===== src/rtl/ctl_mode_pkg.sv =====
package ctl_mode_pkg;
  typedef enum logic [1:0] {
    MODE_DIS = 2'b00,
    MODE_BAD = 2'b01,
    MODE_LEG = 2'b10,
    MODE_EXT = 2'b11
  } mode_e;
endpackage


===== src/rtl/ctl_mode_decode.sv =====
module ctl_mode_decode
  import ctl_mode_pkg::*;
#(
  parameter int BASE_W  = 64,
  parameter int EN_BIT  = 11,
  parameter int EXT_BIT = 10
) (
  input  mode_e             cur_i,
  input  logic [BASE_W-1:0] wdata_i,
  output mode_e             nxt_o,
  output logic              illegal_o
);
  mode_e req;

  always_comb begin
    req       = mode_e'({wdata_i[EN_BIT], wdata_i[EXT_BIT]});
    illegal_o = (req == MODE_BAD)
             || (cur_i == MODE_EXT && req == MODE_LEG)
             || (cur_i == MODE_DIS && req == MODE_EXT);
    nxt_o     = illegal_o ? cur_i : req;
  end
endmodule


===== src/rtl/ctl_mode_id.sv =====
module ctl_mode_id #(
  parameter int ID_W      = 32,
  parameter int LEG_ID_W  = 8,
  parameter int LEG_REG_W = 32
) (
  input  logic                 clk_i,
  input  logic                 rst_ni,
  input  logic                 load_i,
  input  logic [ID_W-1:0]      hw_id_i,
  output logic [ID_W-1:0]      id_o,
  output logic [LEG_REG_W-1:0] legacy_id_o
);
  localparam int PAD_W = LEG_REG_W - LEG_ID_W;

  logic [ID_W-1:0] id_q;

  always_ff @(posedge clk_i or negedge rst_ni) begin
    if (!rst_ni)     id_q <= '0;
    else if (load_i) id_q <= hw_id_i;
  end

  assign id_o        = id_q;
  assign legacy_id_o = {id_q[LEG_ID_W-1:0], {PAD_W{1'b0}}};

  AST_ID_KEPT: assert property (@(posedge clk_i) disable iff (!rst_ni)
    !load_i |=> $stable(id_q));
  AST_ID_LOAD: assert property (@(posedge clk_i) disable iff (!rst_ni)
    load_i |=> id_q == $past(hw_id_i));
endmodule


===== src/rtl/ctl_mode_fsm.sv =====
module ctl_mode_fsm
  import ctl_mode_pkg::*;
#(
  parameter int BASE_W    = 64,
  parameter int EN_BIT    = 11,
  parameter int EXT_BIT   = 10,
  parameter int ID_W      = 32,
  parameter int LEG_ID_W  = 8,
  parameter int LEG_REG_W = 32
) (
  input  logic                 clk_i,
  input  logic                 rst_ni,
  input  logic                 base_we_i,
  input  logic [BASE_W-1:0]    base_wdata_i,
  input  logic                 reset_pulse_i,
  input  logic                 init_pulse_i,
  input  logic [ID_W-1:0]      hw_id_i,
  output logic [1:0]           mode_o,
  output logic                 fault_o,
  output logic                 regs_reset_o,
  output logic                 ldr_init_o,
  output logic                 mmio_en_o,
  output logic                 msr_en_o,
  output logic [ID_W-1:0]      id_o,
  output logic [LEG_REG_W-1:0] legacy_id_o
);
  mode_e mode_q, mode_d, dec_nxt;
  logic  dec_illegal;
  logic  fault_d, regs_rst_d, ldr_d, id_load;

  ctl_mode_decode #(
    .BASE_W (BASE_W),
    .EN_BIT (EN_BIT),
    .EXT_BIT(EXT_BIT)
  ) u_dec (
    .cur_i    (mode_q),
    .wdata_i  (base_wdata_i),
    .nxt_o    (dec_nxt),
    .illegal_o(dec_illegal)
  );

  // priority: RESET, then INIT (blocks writes), then software write
  always_comb begin
    mode_d     = mode_q;
    fault_d    = 1'b0;
    regs_rst_d = 1'b0;
    ldr_d      = 1'b0;
    id_load    = 1'b0;
    if (reset_pulse_i) begin
      mode_d     = MODE_LEG;
      regs_rst_d = 1'b1;
      id_load    = 1'b1;
    end else if (init_pulse_i) begin
      mode_d = mode_q;
    end else if (base_we_i) begin
      fault_d    = dec_illegal;
      mode_d     = dec_nxt;
      regs_rst_d = (dec_nxt == MODE_DIS) && (mode_q != MODE_DIS);
      ldr_d      = (dec_nxt == MODE_EXT) && (mode_q == MODE_LEG);
    end
  end

  always_ff @(posedge clk_i or negedge rst_ni) begin
    if (!rst_ni) begin
      mode_q       <= MODE_LEG;
      fault_o      <= 1'b0;
      regs_reset_o <= 1'b0;
      ldr_init_o   <= 1'b0;
    end else begin
      mode_q       <= mode_d;
      fault_o      <= fault_d;
      regs_reset_o <= regs_rst_d;
      ldr_init_o   <= ldr_d;
    end
  end

  ctl_mode_id #(
    .ID_W     (ID_W),
    .LEG_ID_W (LEG_ID_W),
    .LEG_REG_W(LEG_REG_W)
  ) u_id (
    .clk_i      (clk_i),
    .rst_ni     (rst_ni),
    .load_i     (id_load),
    .hw_id_i    (hw_id_i),
    .id_o       (id_o),
    .legacy_id_o(legacy_id_o)
  );

  assign mode_o    = mode_q;
  assign mmio_en_o = (mode_q == MODE_LEG);
  assign msr_en_o  = (mode_q == MODE_EXT);

  AST_NEVER_BAD: assert property (@(posedge clk_i) disable iff (!rst_ni)
    mode_q != MODE_BAD);
  AST_FAULT_HOLDS: assert property (@(posedge clk_i) disable iff (!rst_ni)
    fault_o |-> $stable(mode_o));
  AST_NO_EXT_TO_LEG: assert property (@(posedge clk_i) disable iff (!rst_ni)
    (mode_q == MODE_EXT && !reset_pulse_i) |=> mode_q != MODE_LEG);
  AST_RESET_LEG: assert property (@(posedge clk_i) disable iff (!rst_ni)
    reset_pulse_i |=> (mode_q == MODE_LEG) && regs_reset_o);
  AST_INIT_KEEPS: assert property (@(posedge clk_i) disable iff (!rst_ni)
    (init_pulse_i && !reset_pulse_i) |=> $stable(mode_q) && !regs_reset_o);
  AST_LDR_ENTRY: assert property (@(posedge clk_i) disable iff (!rst_ni)
    ldr_init_o |-> mode_q == MODE_EXT && $past(mode_q) == MODE_LEG);
  AST_PATH_EXCL: assert property (@(posedge clk_i) disable iff (!rst_ni)
    !(mmio_en_o && msr_en_o));
endmodule


===== config.mk =====
export PLATFORM = sky130hd
export DESIGN_NAME = ctl_mode_fsm
export DESIGN_NICKNAME = d
export VERILOG_FILES = /design/src/rtl/ctl_mode_pkg.sv /design/src/rtl/ctl_mode_decode.sv /design/src/rtl/ctl_mode_id.sv /design/src/rtl/ctl_mode_fsm.sv
export SDC_FILE = /design/constraint.sdc
export NUM_CORES = 1
export LEC_CHECK = 0
export BUFFER_PORTS_ARGS = -buffer_cell sky130_fd_sc_hd__buf_2
export CAP_MARGIN = 20
export CORE_UTILIZATION = 36
export CTS_CLUSTER_DIAMETER = 200
export CTS_CLUSTER_SIZE = 14
export DETAILED_ROUTE_END_ITERATION = 12
export PLACE_DENSITY = 0.77
export SETUP_SLACK_MARGIN = 0.4
export SLEW_MARGIN = 30
export SYNTH_ARGS = -nofsm -noshare
export SYNTH_HDL_FRONTEND = slang
export SYNTH_SLANG_ARGS = --single-unit
export TNS_END_PERCENT = 50

===== constraint.sdc =====
create_clock -name clk_i -period 1.45 [get_ports clk_i]
set_clock_uncertainty 0.2 [all_clocks]
set_input_delay 0.29 -clock clk_i [delete_from_list [all_inputs] [get_ports clk_i]]
set_output_delay 0.29 -clock clk_i [all_outputs]
set_load 0.005 [all_outputs]

==> flow_summary.ini, run 1 <==
[run_status]
status = finished, violations left
failed_checks = DRC, hold timing, setup timing

[timing]
rsz0062_at_grt = true
setup_tns_ps = -476
fin_crit_ps = 1610
finalWorstSetupSlack_ps = -162
slew_viol_final = 0
finalHoldViolCount = 14
timing.final.crit_share_pct = 111
whs_ps = -287
setup_viol = 5
max_freq_ghz = 0.621

[critical_path]
crit_path_end_kind = output port
r2r_cells = 5
path_max_fanout = 4
arrival_ps = 1120
r2r-start = mode_o[1]
crit_path_start_kind = register
cpLargestDelayFamily = flip-flops
cp.depth = 2
crit_required_ps = 960
slowest_delay_ps = 580
crit_chain = and2b_2 > buf_2
critPathCapture = mmio_en_o
worst_path_max_delay_cell = dfstp_2
startpoint = mode_o[1]
reg2reg_slack_ps = -100
r2r-end = fault_o
path_class = register to output port
worst-path-buf-inv = 1

[floorplan]
start_util_pct = 38.5
ios = 172
core_area_sq_um = 4470
dieHeight_um = 71.2
rows = 24
die_area_sq_um = 5070
die_w_um = 71.2

[global_route]
grt_pass1_wl_um = 5500
grt_max_degree = 27
antenna_found_initial = 0
overflow = 0
grt_pass1_vias = 1125
track_usage_pct = 14.8

[synthesis]
ys_ff_latch = 37
ys_seq_area_share_pct = 53.8
synth_area_sq_um = 1720
syn_area_per_cell_sq_um = 13.6
yosysWarnings = 0
syn_inst = 127
ys_types = 24

[drt]
via_count = 1236
drc = 12
ant_nets = 0
drtIter0Drc = 59
routed_wirelength_um = 3880
dr.pass1.iters = 9
routed_via_density = 4.41
routedWlPerCell_um = 13.8

[cells_and_area]
drive_above_1_share_pct = 69.3
antenna_cells = 0
final_common_cell = buf_2
fin_util_pct = 56.0
mostFrequentLayoutCells = 83 x buf_2, 35 x dfrtp_1, 24 x conb_1, 17 x mux2_4, 16 x buf_6
final_nets = 328
syn2layout_area_growth_pct = 45.4

[place]
place_congestion = 0.708
io_buffer_count = 85
post-dp-hpwl_um = 2570
dp_slack_ps = 102

[power_and_ir_drop]
cellPowerDensity_nw_per_um2 = 1060
leakage_nw = 1.31
peakVddDrop_uv = 384
power_mw = 2.66

[clock_network]
root_buffer = clkbuf_8
htreeDepth = 2
clkTransAtPathRegs_ps = 70
cts_tree = yes
clkSinkCount = 37
clock_path_buffers = 2
insertion_delay_ps = 290
cts-buffers-inserted = 5

[hold_path]
hold_class = input pin to async pin

[flow_run]
maxCapViolCount = 0
-- cell families (layout without fill, tap and decap cells) --
group,Yosys count,after routing,synth area share (%)
AO/OA/AOI/OAI,6,6,2.40
buffers and inverters,37,115,16.8
flip-flops,37,37,53.8
multiplexers,32,32,21.3
other,1,24,0.217
AND/OR/NAND/NOR,14,14,5.52
-- per-layer routing --
metal  share of wire [%]  wire length (um)  track usage (%)  vias to the layer above
met4                0.88                34             5.33                        0
met1                  39              1520             18.0                      575
met3                  11               408             5.27                        3
met5                   0                 0                0                        -
li1                    -                 -                -                      572
met2                  49              1910             24.2                       86
-- power by group --
part | switching [mW] | internal [mW]
clock | 0.368 | 0.559
combinational | 0.210 | 0.336
sequential | 0.0597 | 1.13
-- sequential cells by signal, indices dropped and copies added, names as in the netlist --
name / count
regs_reset_o: 1
fault_o: 1
u_id.id_o: 32
mode_o: 2
ldr_init_o: 1
-- worst register-to-register path, cell delays in order, from the launching register on --
cell and delay [ps]:
dfstp_2 400, buf_6 120, buf_6 120, nor2_4 80, and3b_1 200, nor4_2 330
-- synth_stat cells --
master    instances  area, sq um
and2b_1           1         7.51
buf_6             4         45.0
nor4_1            1         6.26
buf_4            32          240
nand2b_4          1         13.8
nor3_1            1         5.00
nand2_1           2         7.51
dfstp_2           1         26.3
o31ai_1           1         7.51
mux2_4            2         30.0
nor2_1            3         11.3
inv_1             1         3.75
o41ai_1           1         8.76
dfrtp_1          36          901
mux2_2           30          338
and3b_1           1         8.76
a31oi_1           1         6.26
conb_1            1         3.75
nor4_2            1         12.5
and2_2            1         7.51
nand2b_1          1         6.26
and2b_2           1         8.76
a21oi_1           2         10.0
o32ai_1           1         8.76
-- per-stage QoR --
step | hold slack, ps | area (sq um) | instances
after floorplan | -206 | 1880 | 150
after global placement | 30.9 | 2120 | 254
after detailed placement | 38.7 | 2120 | 254
after CTS | -276 | 2350 | 270
after global routing | -257 | 2510 | 280
final | -287 | 2510 | 280
-- final cells by class --
type                    count  area [sq um]
well taps                  52          65.1
fillers                   386          1970
repair buffers            106           698
inverters                   1          3.75
flip-flops and latches     37           928
clock buffers               6          82.6
clock inverters             2          37.5
multi-input cells          76           691
-- what timing repair did --
item                                    CTS  global route
endpoints found under the hold margin    14            14
gates resized for setup                  11            17
endpoints found under the setup margin   52            59
setup buffers                             8            10
pin swaps                                 3             4
-- how the worst min path moves through the flow --
stage                 from             to  cells past startpoint
finish              rst_ni   u_id.id_o[2]                      1
global route        rst_ni  u_id.id_o[28]                      1
CTS                 rst_ni  u_id.id_o[26]                      1
detailed placement  rst_ni  u_id.id_o[26]                      1
global placement    rst_ni  u_id.id_o[26]                      1
floorplan           rst_ni        fault_o                      0
No activity file was read; power rests on OpenSTA's default activity.
==> inputs of run 2 (changes only) <==
Settings changed: PLACE_DENSITY 0.77 to 0.81.
==> run 2 against run 1 <==
Power decreased by 7.6%. Critical path type unchanged. Largest cell class unchanged. Register-to-register slack better by 150 ps. Routed wire length down 9.3%. The flow still finishes with violations (DRC, hold timing, setup timing). Critical path depth unchanged. Flip-flop and latch count did not move. Utilization is 2.5 points lower. Global-route usage shrank 0.96 points. Count of clock-buffer cells in the layout is 1 higher. First-iteration DRC count is 29% lower.
==> flow_summary.ini, run 2 (synthesis results as in run 1) <==
[drt]
routed_wirelength_um = 3520
via_count = 1229
ant_nets = 0
routedWlPerCell_um = 12.8
drc = 9
routed_via_density = 4.49
drtIter0Drc = 42
dr.pass1.iters = 8

[timing]
rsz0062_at_grt = true
fin_crit_ps = 1570
whs_ps = -266
setup_viol = 2
finalHoldViolCount = 14
finalWorstSetupSlack_ps = -116
slew_viol_final = 0
max_freq_ghz = 0.639
setup_tns_ps = -220
timing.final.crit_share_pct = 108

[critical_path]
reg2reg_slack_ps = 50
r2r_cells = 4
path_class = register to output port
r2r-start = mode_o[1]
crit_path_end_kind = output port
crit_required_ps = 960
r2r-end = fault_o
crit_path_start_kind = register
arrival_ps = 1080
startpoint = mode_o[1]
critPathCapture = mmio_en_o
path_max_fanout = 4

[global_route]
overflow = 0
grt_max_degree = 24
track_usage_pct = 13.8
grt_pass1_wl_um = 5260
antenna_found_initial = 0
grt_pass1_vias = 1157

[hold_path]
hold_class = input pin to async pin

[place]
placed_cells = 254
dp_slack_ps = 123
placed_area_sq_um = 2110
io_buffer_count = 85
place_congestion = 0.690
post-dp-hpwl_um = 2440

[clock_network]
insertion_delay_ps = 280
cts_tree = yes
clock_path_buffers = 2
htreeDepth = 2
cts-buffers-inserted = 5
clkSinkCount = 37
clkTransAtPathRegs_ps = 70
root_buffer = clkbuf_8

[floorplan]
die_area_sq_um = 5070
ios = 172
die_w_um = 71.2
dieHeight_um = 71.2
core_area_sq_um = 4470
rows = 24
start_util_pct = 38.5

[cells_and_area]
final_cells = 274
fin_util_pct = 53.6
syn2layout_area_growth_pct = 39.0
final_area_sq_um = 2400
final_nets = 322
drive_above_1_share_pct = 68.5
antenna_cells = 0
mostFrequentLayoutCells = 82 x buf_2, 35 x dfrtp_1, 24 x conb_1, 16 x mux2_4, 16 x mux2_2
largest_reg_flops = 32
final_common_cell = buf_2

[run_status]
status = finished, violations left
failed_checks = DRC, hold timing, setup timing

[power_and_ir_drop]
power_mw = 2.46
peakVddDrop_uv = 431
leakage_nw = 1.26
cellPowerDensity_nw_per_um2 = 1030

[flow_run]
maxCapViolCount = 0
run 2: worst min path at each step:
stage,from,endpoint,slack [ps],cells after the start
final,rst_ni,u_id.id_o[28],-270,1
after global routing,rst_ni,u_id.id_o[30],-260,1
after CTS,rst_ni,u_id.id_o[30],-260,1
after detailed placement,rst_ni,u_id.id_o[28],50,1
after global placement,rst_ni,u_id.id_o[28],40,1
after floorplan,rst_ni,fault_o,-210,0
run 2: worst max-delay path, stage by stage (launching register included):
cell	delay, ps
dfstp_2	560
and2b_2	150
buf_6	90
run 2: where the power goes:
group | total (mW) | leakage (nW) | switching [mW] | internal, mW
sequential | 1.18 | 0.436 | 0.0537 | 1.13
combinational | 0.507 | 0.770 | 0.201 | 0.306
clock | 0.771 | 0.0542 | 0.341 | 0.429
total | 2.46 | 1.26 | 0.596 | 1.86
run 2: timing repair:
action | 4_1_cts | 5_1_grt
setup buffers | 7 | 5
setup endpoints to repair | 52 | 58
gates resized for setup | 9 | 12
hold endpoints to repair | 14 | 14
pin swaps | 3 | 3
cloned | 0 | 0
run 2: area by class of cell:
type,instances,area [sq um]
inverters,1,3.75
clock inverters,1,5.00
well taps,52,65.1
repair buffers,100,608
fillers,377,2080
multi-input cells,76,689
flip-flops and latches,37,928
clock buffers,7,96.3
run 2: per-layer routing:
| layer | GRT usage [%] | wire [um] |
|---|---|---|
| met5 | 0 | 0 |
| met1 | 16.2 | 1460 |
| met3 | 6.13 | 408 |
| met4 | 4.00 | 14 |
| met2 | 23.0 | 1630 |
==> inputs of run 3 (changes only) <==
Settings changed: SKIP_CTS_REPAIR_TIMING set to 1.
==> run 3 against run 2 <==
The run still ends with DRC, hold timing, setup timing left. Flip-flop and latch count did not move. Final cell count down 1.1%. Maximum frequency decreased by 1.4%. Utilization is 1.4 points lower.
==> flow_summary.ini, run 3 (synthesis results as in run 1) <==
[critical_path]
path_class = register to output port
crit_path_start_kind = register
crit_path_end_kind = output port
path_max_fanout = 6
slowest_delay_ps = 580
reg2reg_slack_ps = -100
crit_required_ps = 960
arrival_ps = 1100
worst_path_max_delay_cell = dfstp_2
crit_chain = and2b_2 > buf_6

[floorplan]
die_w_um = 71.2
ios = 172
dieHeight_um = 71.2
core_area_sq_um = 4470
rows = 24
die_area_sq_um = 5070
start_util_pct = 38.5

[global_route]
antenna_found_initial = 0
track_usage_pct = 13.1
grt_pass1_vias = 1094
grt_pass1_wl_um = 4960
grt_max_degree = 24
overflow = 0

[place]
dp_slack_ps = 123
placed_area_sq_um = 2110
io_buffer_count = 85
place_congestion = 0.690
post-dp-hpwl_um = 2440
placed_cells = 254

[power_and_ir_drop]
cellPowerDensity_nw_per_um2 = 1040
peakVddDrop_uv = 466
leakage_nw = 1.23
p_sw_mw = 0.585
power_frac_comb_pct = 19.5
switching_share_pct = 24.1
power.internal_mw = 1.84
clock_power_share_pct = 31.7
seqPwrFrac_pct = 48.8

[drt]
routed_wirelength_um = 3450
routed_via_density = 4.43
via_count = 1200
routedWlPerCell_um = 12.7
dr.pass1.iters = 8
drc = 9
drtIter0Drc = 48
ant_nets = 0

[cells_and_area]
mostFrequentLayoutCells = 82 x buf_2, 35 x dfrtp_1, 24 x conb_1, 17 x mux2_2, 15 x mux2_4
final_nets = 319
antenna_cells = 0
syn2layout_area_growth_pct = 35.3
fin_util_pct = 52.2
final_cells = 271
final_common_cell = buf_2
largest_reg_flops = 32
final.fill_count = 391
drive_above_1_share_pct = 67.1
final_area_sq_um = 2330

[run_status]
status = finished, violations left
failed_checks = DRC, hold timing, setup timing

[hold_path]
hold_class = input pin to async pin

[clock_network]
cts_tree = yes
clkSinkCount = 37
htreeDepth = 2
cts-buffers-inserted = 5
clock_path_buffers = 2
insertion_delay_ps = 280
clkTransAtPathRegs_ps = 70
root_buffer = clkbuf_8

[timing]
fin_crit_ps = 1590
setup_viol = 4
finalWorstSetupSlack_ps = -139
max_freq_ghz = 0.629
timing.final.crit_share_pct = 110
setup_tns_ps = -385
rsz0062_at_grt = true
whs_ps = -268
slew_viol_final = 0
finalHoldViolCount = 14

[flow_run]
maxCapViolCount = 0
==> run 3: final timing paths <==
| path | endpoint | startpoint | depth (start not counted) |
|---|---|---|---|
| worst max-delay path | mmio_en_o | mode_o[1] | 2 |
| worst min-delay path | u_id.id_o[28] | rst_ni | 1 |
| worst max register to register | fault_o | mode_o[1] | 5 |
| worst min register to register | u_id.id_o[21] | u_id.id_o[21] | 1 |
| max in group asynchronous | u_id.id_o[9] | rst_ni | 2 |
| min in group clk_i | u_id.id_o[3] | hw_id_i[3] | 2 |
==> run 3: area by class of cell <==
| type | instances | area [sq um] | area share [%] |
|---|---|---|---|
| Sequential cell | 37 | 928 | 39.8 |
| Multi-Input combinational cell | 76 | 668 | 28.6 |
| Timing Repair Buffer | 97 | 567 | 24.3 |
| Clock buffer | 7 | 96.3 | 4.13 |
| Tap cell | 52 | 65.1 | 2.79 |
| Clock inverter | 1 | 5.00 | 0.214 |
| Inverter | 1 | 3.75 | 0.161 |
==> run 3: power by group through the flow <==
| stage | Sequential [mW] | Combinational (mW) | Clock, mW |
|---|---|---|---|
| final | 1.18 | 0.474 | 0.770 |
| after global routing | 1.20 | 0.519 | 0.864 |
| after CTS | 1.18 | 0.426 | 0.807 |
| after detailed placement | 1.20 | 0.424 | 0 |
| after global placement | 1.20 | 0.415 | 0 |
| after floorplan | 1.21 | 0.276 | 0 |
==> run 3: layer usage <==
layer | track usage [%] | share of wire, %
met1 | 15.7 | 43
met2 | 20.8 | 45
met5 | 0 | 0
met4 | 4.00 | 0.41
met3 | 6.13 | 11
==> run 3: stage by stage <==
stage / power, mW / hold slack, ps
3_5_place_dp: 1.63 / 52.0
5_1_grt: 2.58 / -252
3_3_place_gp: 1.61 / 41.8
2_1_floorplan: 1.49 / -206
4_1_cts: 2.42 / -263
6_report: 2.43 / -268
==> run 3: critical path: cells and delay by family (launching register included) <==
family	cells	cell delay (ps)
buf+inv	1	90
flops	1	580
simple gates	1	160
